<file path="src/rtl/pwm_trip_pkg.sv">
package pwm_trip_pkg;

  // A prescale factor of zero is read as one.
  function automatic int unsigned div_factor(input int unsigned v);
    return (v == 0) ? 1 : v;
  endfunction

  // Clocks per time-base tick.
  function automatic int unsigned div_limit(input int unsigned a, input int unsigned b);
    return div_factor(a) * div_factor(b);
  endfunction

  // The output may rise once the raw signal has been high for dly clocks.
  function automatic logic rise_ready(input int unsigned held, input int unsigned dly);
    return held >= dly;
  endfunction

endpackage

</file>
<file path="src/rtl/pwm_timebase.sv">
module pwm_timebase
  import pwm_trip_pkg::*;
#(
  parameter int CW       = 16,
  parameter int PSW      = 3,
  parameter int PRD_INIT = 99,
  parameter int CMP_INIT = 0
) (
  input  logic          clk,
  input  logic          rst_n,
  input  logic [PSW-1:0] div_a,
  input  logic [PSW-1:0] div_b,
  input  logic          prd_wr,
  input  logic [CW-1:0] prd_wdata,
  input  logic          cmp_wr,
  input  logic [CW-1:0] cmp_wdata,
  output logic [CW-1:0] cnt,
  output logic [CW-1:0] prd_act,
  output logic [CW-1:0] cmp_act,
  output logic          zero_evt,
  output logic          cmp_evt,
  output logic          wrap_evt
);
  localparam int PCW = 2 * PSW;

  logic [PCW-1:0] pre_cnt;
  logic [PCW-1:0] pre_lim;
  logic           tick;
  logic           step;     // first clock in which cnt holds a new value
  logic [CW-1:0]  prd_sh;
  logic [CW-1:0]  cmp_sh;

  assign pre_lim  = PCW'(div_limit(32'(div_a), 32'(div_b)));
  assign tick     = (pre_cnt >= pre_lim - PCW'(1));
  assign wrap_evt = tick && (cnt == prd_act);
  assign zero_evt = step && (cnt == '0);
  assign cmp_evt  = step && (cnt == cmp_act);

  always_ff @(posedge clk or negedge rst_n) begin
    if (!rst_n) begin
      pre_cnt <= '0;
      step    <= 1'b1;
      cnt     <= '0;
    end else begin
      pre_cnt <= tick ? '0 : pre_cnt + PCW'(1);
      step    <= tick;
      if (tick) cnt <= wrap_evt ? '0 : cnt + CW'(1);
    end
  end

  always_ff @(posedge clk or negedge rst_n) begin
    if (!rst_n) begin
      prd_sh  <= CW'(PRD_INIT);
      cmp_sh  <= CW'(CMP_INIT);
      prd_act <= CW'(PRD_INIT);
      cmp_act <= CW'(CMP_INIT);
    end else begin
      if (prd_wr) prd_sh <= prd_wdata;
      if (cmp_wr) cmp_sh <= cmp_wdata;
      if (wrap_evt) begin
        prd_act <= prd_sh;
        cmp_act <= cmp_sh;
      end
    end
  end
endmodule

</file>
<file path="src/rtl/pwm_action.sv">
module pwm_action (
  input  logic clk,
  input  logic rst_n,
  input  logic zero_evt,
  input  logic cmp_evt,
  output logic raw_pwm
);
  // Clear on compare wins over set on zero.
  always_ff @(posedge clk or negedge rst_n) begin
    if (!rst_n)        raw_pwm <= 1'b0;
    else if (cmp_evt)  raw_pwm <= 1'b0;
    else if (zero_evt) raw_pwm <= 1'b1;
  end
endmodule

</file>
<file path="src/rtl/pwm_rise_delay.sv">
module pwm_rise_delay
  import pwm_trip_pkg::*;
#(
  parameter int DW = 8
) (
  input  logic          clk,
  input  logic          rst_n,
  input  logic          db_wr,
  input  logic [DW-1:0] db_wdata,
  input  logic          raw_in,
  output logic          dly_out
);
  logic [DW-1:0] db_q;
  logic [DW-1:0] held;   // clocks raw_in has been high, saturating

  always_ff @(posedge clk or negedge rst_n) begin
    if (!rst_n) begin
      db_q <= '0;
      held <= '0;
    end else begin
      if (db_wr) db_q <= db_wdata;
      if (!raw_in)          held <= '0;
      else if (held != '1) held <= held + DW'(1);
    end
  end

  assign dly_out = raw_in && rise_ready(32'(held), 32'(db_q));
endmodule

</file>
<file path="src/rtl/pwm_trip_latch.sv">
module pwm_trip_latch (
  input  logic clk,
  input  logic rst_n,
  input  logic trip_en,
  input  logic trip_in,
  input  logic trip_clr,
  output logic trip_q,
  output logic force_low
);
  logic trip_now;
  assign trip_now  = trip_en && trip_in;
  assign force_low = trip_q || trip_now;

  always_ff @(posedge clk or negedge rst_n) begin
    if (!rst_n)        trip_q <= 1'b0;
    else if (trip_now) trip_q <= 1'b1;
    else if (trip_clr) trip_q <= 1'b0;
  end
endmodule

</file>
<file path="src/rtl/pwm_trip_gen.sv">
module pwm_trip_gen #(
  parameter int CW       = 16,
  parameter int DW       = 8,
  parameter int PSW      = 3,
  parameter int PRD_INIT = 99,
  parameter int CMP_INIT = 0
) (
  input  logic           clk,
  input  logic           rst_n,
  input  logic [PSW-1:0] div_a,
  input  logic [PSW-1:0] div_b,
  input  logic           prd_wr,
  input  logic [CW-1:0]  prd_wdata,
  input  logic           cmp_wr,
  input  logic [CW-1:0]  cmp_wdata,
  input  logic           db_wr,
  input  logic [DW-1:0]  db_wdata,
  input  logic           trip_en,
  input  logic           trip_in,
  input  logic           trip_clr,
  output logic           pwm_out,
  output logic           sync_out,
  output logic           trip_flag
);
  logic [CW-1:0] tb_cnt;
  logic [CW-1:0] prd_act;
  logic [CW-1:0] cmpb_act;
  logic          zero_evt;
  logic          cmpb_evt;
  logic          tb_wrap;
  logic          raw_pwm;
  logic          dly_pwm;
  logic          trip_q;
  logic          trip_force;

  pwm_timebase #(
    .CW(CW), .PSW(PSW), .PRD_INIT(PRD_INIT), .CMP_INIT(CMP_INIT)
  ) u_tb (
    .clk(clk), .rst_n(rst_n), .div_a(div_a), .div_b(div_b),
    .prd_wr(prd_wr), .prd_wdata(prd_wdata),
    .cmp_wr(cmp_wr), .cmp_wdata(cmp_wdata),
    .cnt(tb_cnt), .prd_act(prd_act), .cmp_act(cmpb_act),
    .zero_evt(zero_evt), .cmp_evt(cmpb_evt), .wrap_evt(tb_wrap)
  );

  pwm_action u_aq (
    .clk(clk), .rst_n(rst_n), .zero_evt(zero_evt), .cmp_evt(cmpb_evt),
    .raw_pwm(raw_pwm)
  );

  pwm_rise_delay #(.DW(DW)) u_db (
    .clk(clk), .rst_n(rst_n), .db_wr(db_wr), .db_wdata(db_wdata),
    .raw_in(raw_pwm), .dly_out(dly_pwm)
  );

  pwm_trip_latch u_trip (
    .clk(clk), .rst_n(rst_n), .trip_en(trip_en), .trip_in(trip_in),
    .trip_clr(trip_clr), .trip_q(trip_q), .force_low(trip_force)
  );

  assign pwm_out   = dly_pwm && !trip_force;
  assign sync_out  = zero_evt;
  assign trip_flag = trip_q;
endmodule

</file>
<file path="config.mk">
export PLATFORM = sky130hd
export DESIGN_NAME = pwm_trip_gen
export DESIGN_NICKNAME = d
export VERILOG_FILES = /design/src/rtl/pwm_trip_pkg.sv /design/src/rtl/pwm_timebase.sv /design/src/rtl/pwm_action.sv /design/src/rtl/pwm_rise_delay.sv /design/src/rtl/pwm_trip_latch.sv /design/src/rtl/pwm_trip_gen.sv
export SDC_FILE = /design/constraint.sdc
export NUM_CORES = 1
export LEC_CHECK = 0
export ABC_AREA = 1
export BUFFER_PORTS_ARGS = -buffer_cell sky130_fd_sc_hd__buf_2
export CAP_MARGIN = 20
export CORE_AREA = 3 3 134 136
export DETAILED_ROUTE_END_ITERATION = 6
export DIE_AREA = 0 0 137 139
export GPL_TIMING_DRIVEN = 1
export PLACE_DENSITY = 0.59
export SETUP_SLACK_MARGIN = 0.2
export SLEW_MARGIN = 20
export SYNTH_ARGS = -nofsm -noshare
export SYNTH_HDL_FRONTEND = slang
export SYNTH_SLANG_ARGS = --single-unit
export TNS_END_PERCENT = 5
</file>
<file path="constraint.sdc">
create_clock -name clk -period 2.35 [get_ports clk]
set_input_delay 0.3525 -clock clk [delete_from_list [all_inputs] [get_ports clk]]
set_output_delay 0.3525 -clock clk [all_outputs]
set_load 0.02 [all_outputs]
</file>
* Yosys cells after proc, flatten, opt, wreduce, memory -nomap -nowiden
Cells that the tools add are included.
Word-level totals: register bits after elaboration 105, bits of input ports 54, output and inout bits 3, logic and storage cells 45
Cells by class: add/sub/neg operators 4, $mul 1, order comparisons 2, equal/unequal tests 4, multiplexer cells 10, reductions and logical operators 13
Operators with widths (number):
- $eq 16x16->1 | 2
- $mul 32x32->6 | 1
- $add 16x1->16 const B | 1
- $logic_not 16->1 | 1
- $mux 16 | 1
- $mux 8 | 2
- $add 8x1->8 const B | 1
- $ge 8x8->1 | 1
- $ne 8x8->1 const B | 1
- $add 6x1->6 const B | 1
- $ge 6x6->1 | 1
- $logic_and 1x1->1 | 6
- $logic_not 3->1 | 2
- $mux 3 | 2
- $mux 6 | 1
- $sub 6x1->6 const B | 1
- $mux 1 | 4
- $reduce_bool 2->1 | 2
- $ne 2x1->1 const B | 1
- $logic_not 1->1 | 1
- $logic_or 1x1->1 | 1

* Logic depth before layout (Yosys ltp)
depth after elaboration 7, gate-level depth with buffers 22, mapped depth without buffers 21

* By module
Synthesis repeated with hierarchy kept, for this count alone.
Unflattened totals: cells, all modules 707, area total of the unflattened synthesis 5925.7 µm²
By module, submodules not included:
- pwm_timebase | instances 1, cells an instance 584, area each 4913.5 µm², sequential area each 2188.3 µm²
- pwm_rise_delay | instances 1, cells an instance 111, area each 922.1 µm², sequential area each 400.4 µm²
- pwm_trip_latch | instances 1, cells an instance 7, area each 47.5 µm², sequential area each 25.0 µm²
- pwm_action | instances 1, cells an instance 3, area each 32.5 µm², sequential area each 25.0 µm²
- pwm_trip_gen | instances 1, cells an instance 2, area each 10.0 µm², sequential area each 0.0 µm²

* Worst setup path before layout
Ideal clock, no wire load.
kind in2reg, start point input port div_a[2], end point register u_tb.cmp_act[0], library setup time 0.066 ns, arrival time 3.494 ns, data required time 2.284 ns, path slack -1.210 ns, stages on the path 20, path buffers 2, cells stage by stage inv_1 > a21oi_1 > inv_1 > nand2_1 > ha_1 > inv_1 > fa_1 > inv_1 > fa_1 > o21ai_0 > xnor2_1 > ha_1 > nand2_1 > a21oi_1 > nor2_1 > nand2_1 > buf_2 > clkbuf_1 > nand4_1 > nand2_1
Between the ends: cells in the longest elaborated chain, start to end 6
Ends and longest elaborated chain:
- start: declaration | line pwm_trip_gen.sv:10 | input logic [PSW-1:0] div_a,
- $logic_not 3->1 | line pwm_trip_pkg.sv:5 | return (v == 0) ? 1 : v;
- $mux 3 (*) | line pwm_trip_pkg.sv:5
- $mul 32x32->6 (*) | line pwm_trip_pkg.sv:10 | return div_factor(a) * div_factor(b);
- $sub 6x1->6 (*) | line pwm_timebase.sv:34 | assign tick = (pre_cnt >= pre_lim - PCW'(1));
- $ge 6x6->1 (*) | line pwm_timebase.sv:34
- $logic_and 1x1->1 (*) | line pwm_timebase.sv:35 | assign wrap_evt = tick && (cnt == prd_act);
- end signal: assignment | line pwm_timebase.sv:56 | cmp_act <= CW'(CMP_INIT);
- end signal: assignment | line pwm_timebase.sv:62 | cmp_act <= cmp_sh;
- end: declaration | line pwm_timebase.sv:19 | output logic [CW-1:0] cmp_act,
Mark *: on every way between the ends. The rest lies on a longest branch, timed or not. A chain may end at the register's enable or synchronous reset.

* Worst setup path in the final report
start point input port div_a[2], end point register u_tb.cnt[9]
Between the ends: cells in the longest elaborated chain, start to end 7
Ends and longest elaborated chain:
- $logic_not 3->1 | line pwm_trip_pkg.sv:5
- $mux 3 (*) | line pwm_trip_pkg.sv:5
- $mul 32x32->6 (*) | line pwm_trip_pkg.sv:10
- $sub 6x1->6 (*) | line pwm_timebase.sv:34
- $ge 6x6->1 (*) | line pwm_timebase.sv:34
- $logic_and 1x1->1 | line pwm_timebase.sv:35
- $mux 16 | line pwm_timebase.sv:47 | if (tick) cnt <= wrap_evt ? '0 : cnt + CW'(1);
- end signal: assignment | line pwm_timebase.sv:47
- end: declaration | line pwm_timebase.sv:17 | output logic [CW-1:0] cnt,
Marks and branches as above.

==> flow_summary_export.csv <==
group,metric,value,unit
outcome,status,"finished, violations left",
outcome,failed_checks,"negative setup slack",
sta,setup_violations,55,
floorplanning,die_area,19000,um2
setup_path,r2r-end,"u_tb.prd_act[4]$_DFFE_PN0P_",
floorplanning,start_util,0.342,
floorplanning,core_area,17100,um2
setup_path,end_kind,"flop",
sta,fin_skew,0.0103,ns
placement,dpl-instance-area,6480,um2
cts,clk_pin_slew,0.07,ns
setup_path,reg2reg_from,"u_tb.cnt[12]$_DFFE_PN0N_",
sta,worstMarginPinSlew,0.590,ns
routing,wirelength_met1,6.15,mm
global_route,antenna_found_initial,0,
routing,vias_per_cell,4.59,
flow_run,drv_cap,0,
sta,fin_crit_sh,1.31,
finish,syn_to_final_growth,19.8,%
routing,route.met2.wl,6.01,mm
synthesis,synth_edf_count,0,
cts,clk_path_buf_depth,2,
synthesis,syn_inst,707,
routing,wl_per_cell,12.8,um
synthesis,netlist_top_cells_area,"dfrtp_1, nand2_1, mux2_2, ha_1, inv_1",
synthesis,yosysMostFrequentCell,"nand2_1",
setup_path,max_stage_delay,0.49,ns
synthesis,seq_area_frac_synth,0.452,
synthesis,synth_ff_type,"dfrtp_1",
synthesis,yosys_warnings,0,
sta,period_needed,3.07,ns
setup_path,crit_path_cell_trace,"buf_8 -> inv_8 -> a21oi_4 -> inv_1 -> nand2_1 -> ha_1 -> inv_1 -> fa_1 -> inv_1 -> fa_2 -> o21ai_2 -> xnor2_1 -> ha_1 -> a21o_1 -> nor2_2 -> nand2_4 -> bufbuf_16 -> nand2_1 -> nand2_1 -> nand2_1 -> nand2_1 -> inv_2",
placement,dp_hpwl,8.83,mm
setup_path,worstRegToRegCells,9,
finish,fin_nets,854,
sta,fmax,326,MHz
setup_path,cp-start-kind,"primary input",
floorplanning,pin_count,57,
synthesis,synth.top_cell.area_share,0.412,
global_route,grt_pass1_wl,21.8,mm
synthesis,yosysTopAreaCell,"dfrtp_1",
routing,top_layer_used,"met4",
setup_path,slowest_stage,"fa_1",
routing,wirelength,12.8,mm
global_route,overflow,0,
cts,cts_buffers,9,
setup_path,startpoint,"div_a[2]",
cts,cts.sinks,105,
placement,gp_congestion,0.838,
synthesis,synthArstFlopShare,1.00,
setup_path,critPathCapture,"u_tb.cnt[9]$_DFFE_PN0N_",
floorplanning,die_h,139,um
floorplanning,rows,48,
sta,rsz0062_at_grt,"yes",
routing,wl_met3,426,um
sta,slew_viol_final,0,
routing,via_count,4598,
setup_path,path_class,"primary input to flop",
cts,cts_tree,"yes",
synthesis,syn_area,5830,um2
setup_path,cp.required,2.65,ns
global_route,track_usage,0.141,
sta,hold_viol,0,
setup_path,rrSetupSlack,0.48,ns
setup_path,crit_top_cell,"nand2_1",
setup_path,worst-path-max-fanout,8,
placement,numPortBuffers,56,
min_path,min_path_type,"primary input to asynchronous set/reset pin",
synthesis,syn-num-nets,790,
cts,cts.hold.buffers_added,0,
global_route,grt_max_degree,106,
synthesis,ys_ff_latch,105,
routing,post-route-drc-count,0,
finish,drive_gt1_frac,0.224,
global_route,grt_pass1_vias,4466,
power,powerDensity,1060,nW/um2
routing,postRouteAntennaNets,0,
floorplanning,dieWidth,137,um
power,max-vdd-ir-drop,533,uV
sta,relSlewSlack,0.607,
routing,drtIter0Drc,246,
synthesis,netlist_top_cells_count,"nand2_1, dfrtp_1, inv_1, nor2_1, nand4_1",
power,p_leak,0.00357,uW
sta,worst_slack,-0.720,ns
finish,diodes,0,
synthesis,avgSynthCellArea,8.25,um2
finish,post-route-cell-area,6990,um2
cts,clockRootBuffer,"clkbuf_16",
setup_path,cp.arrival,3.37,ns
routing,drtPass1Iterations,4,
synthesis,synth_cell_types,32,
cts,htreeDepth,3,
sta,setup_tns,-35.47,ns
cts,clock_latency,0.36,ns
[placed cells by master (no fill, tap or decap), drive strengths merged]
master / count
dfrtp: 96
clkinv: 1
a21boi: 1
fa: 2
clkbuf: 9
dfstp: 9
buf: 82
mux2: 33
xnor2: 5
and2: 1
a31oi: 2
nand2: 223
xor2: 15
inv: 88
nor2: 57
ha: 27
a211oi: 1
o21ai: 22
a22oi: 2
or2: 1
o21bai: 1
a21oi: 9
a21o: 1
nor3: 4
nand4: 42
nand3: 37
bufinv: 1
clkinvlp: 2
bufbuf: 2
[routing by layer]
metal,up-vias,track usage
met1,2125,0.197
met3,15,0.0247
li1,2389,-
met5,-,0
met4,0,0.0572
met2,69,0.217
[flip-flops by register name, summed over array words and instances, names as in the netlist]
register / count
u_tb.step: 1
u_db.held: 8
u_tb.prd_act: 16
u_aq.raw_pwm: 1
u_tb.cmp_act: 16
u_tb.cmp_sh: 16
u_tb.cnt: 16
u_tb.pre_cnt: 6
u_db.db_q: 8
u_tb.prd_sh: 16
u_trip.trip_q: 1
[per-stage QoR]
stage,total power [uW],hold slack [ns],util,std cells,setup slack [ns]
2_1_floorplan,4680,0.0569,-,707,-0.757
3_3_place_gp,5320,0.459,0.380,978,-1.07
3_5_place_dp,5370,0.461,0.380,978,-1.11
4_1_cts,7460,0.0781,0.408,1000,-0.690
5_1_grt,8050,0.0654,0.410,1001,-0.977
6_report,7430,0.0268,0.410,1001,-0.720
[what timing repair did]
item                                   CTS  global route
pin swaps                                9             7
setup endpoints to repair               57            57
cloned                                   3             0
resized for setup                       16             6
buffers inserted                         3             1
endpoints found under the hold margin    0             0
[worst min-delay path by stage]
stage,startpoint,to,cells past startpoint
3_5_place_dp,u_tb.prd_act[0]$_DFFE_PN1P_,u_tb.prd_act[0]$_DFFE_PN1P_,2
5_1_grt,rst_n,u_db.db_q[4]$_DFFE_PN0P_,2
3_3_place_gp,rst_n,u_db.db_q[4]$_DFFE_PN0P_,2
4_1_cts,rst_n,u_db.db_q[6]$_DFFE_PN0P_,2
2_1_floorplan,rst_n,u_aq.raw_pwm$_DFFE_PN0P_,0
6_report,rst_n,u_db.db_q[3]$_DFFE_PN0P_,2
[cells by family (layout without fill, tap and decap cells)]
family,Yosys count,in the layout,synth area share
mux,33,33,0.0637
fa+ha+maj,29,29,0.0648
compound gates,39,39,0.0365
buf+inv,116,185,0.0830
xor+xnor,20,20,0.0300
simple gates,365,365,0.270
flops,105,105,0.452
[layout make-up]
| type | instances | area [um2] |
|---|---|---|
| fill | 1783 | 10100 |
| multi-input combinational | 486 | 2790 |
| sequential | 105 | 2640 |
| timing repair buffer | 84 | 644 |
| inverter | 85 | 339 |
| tap | 225 | 282 |
| clock buffer | 9 | 225 |
| clock inverter | 7 | 76.3 |
[critical path, delay by kind of cell]
family                     cells  cell delay, ns
AOI/OAI and AO/OA              3            0.37
xor gates and xnor gates       1            0.08
adders and majority gates      4            1.41
buffers and inverters          7            0.65
and+or+nand+nor                7            0.52
[power breakdown]
part	internal (uW)	leakage, uW	switching (uW)
registers	2280	0.00130	423
logic	1420	0.00212	1750
clock network	836	0.000143	707
(Power assumes the default switching activity.)
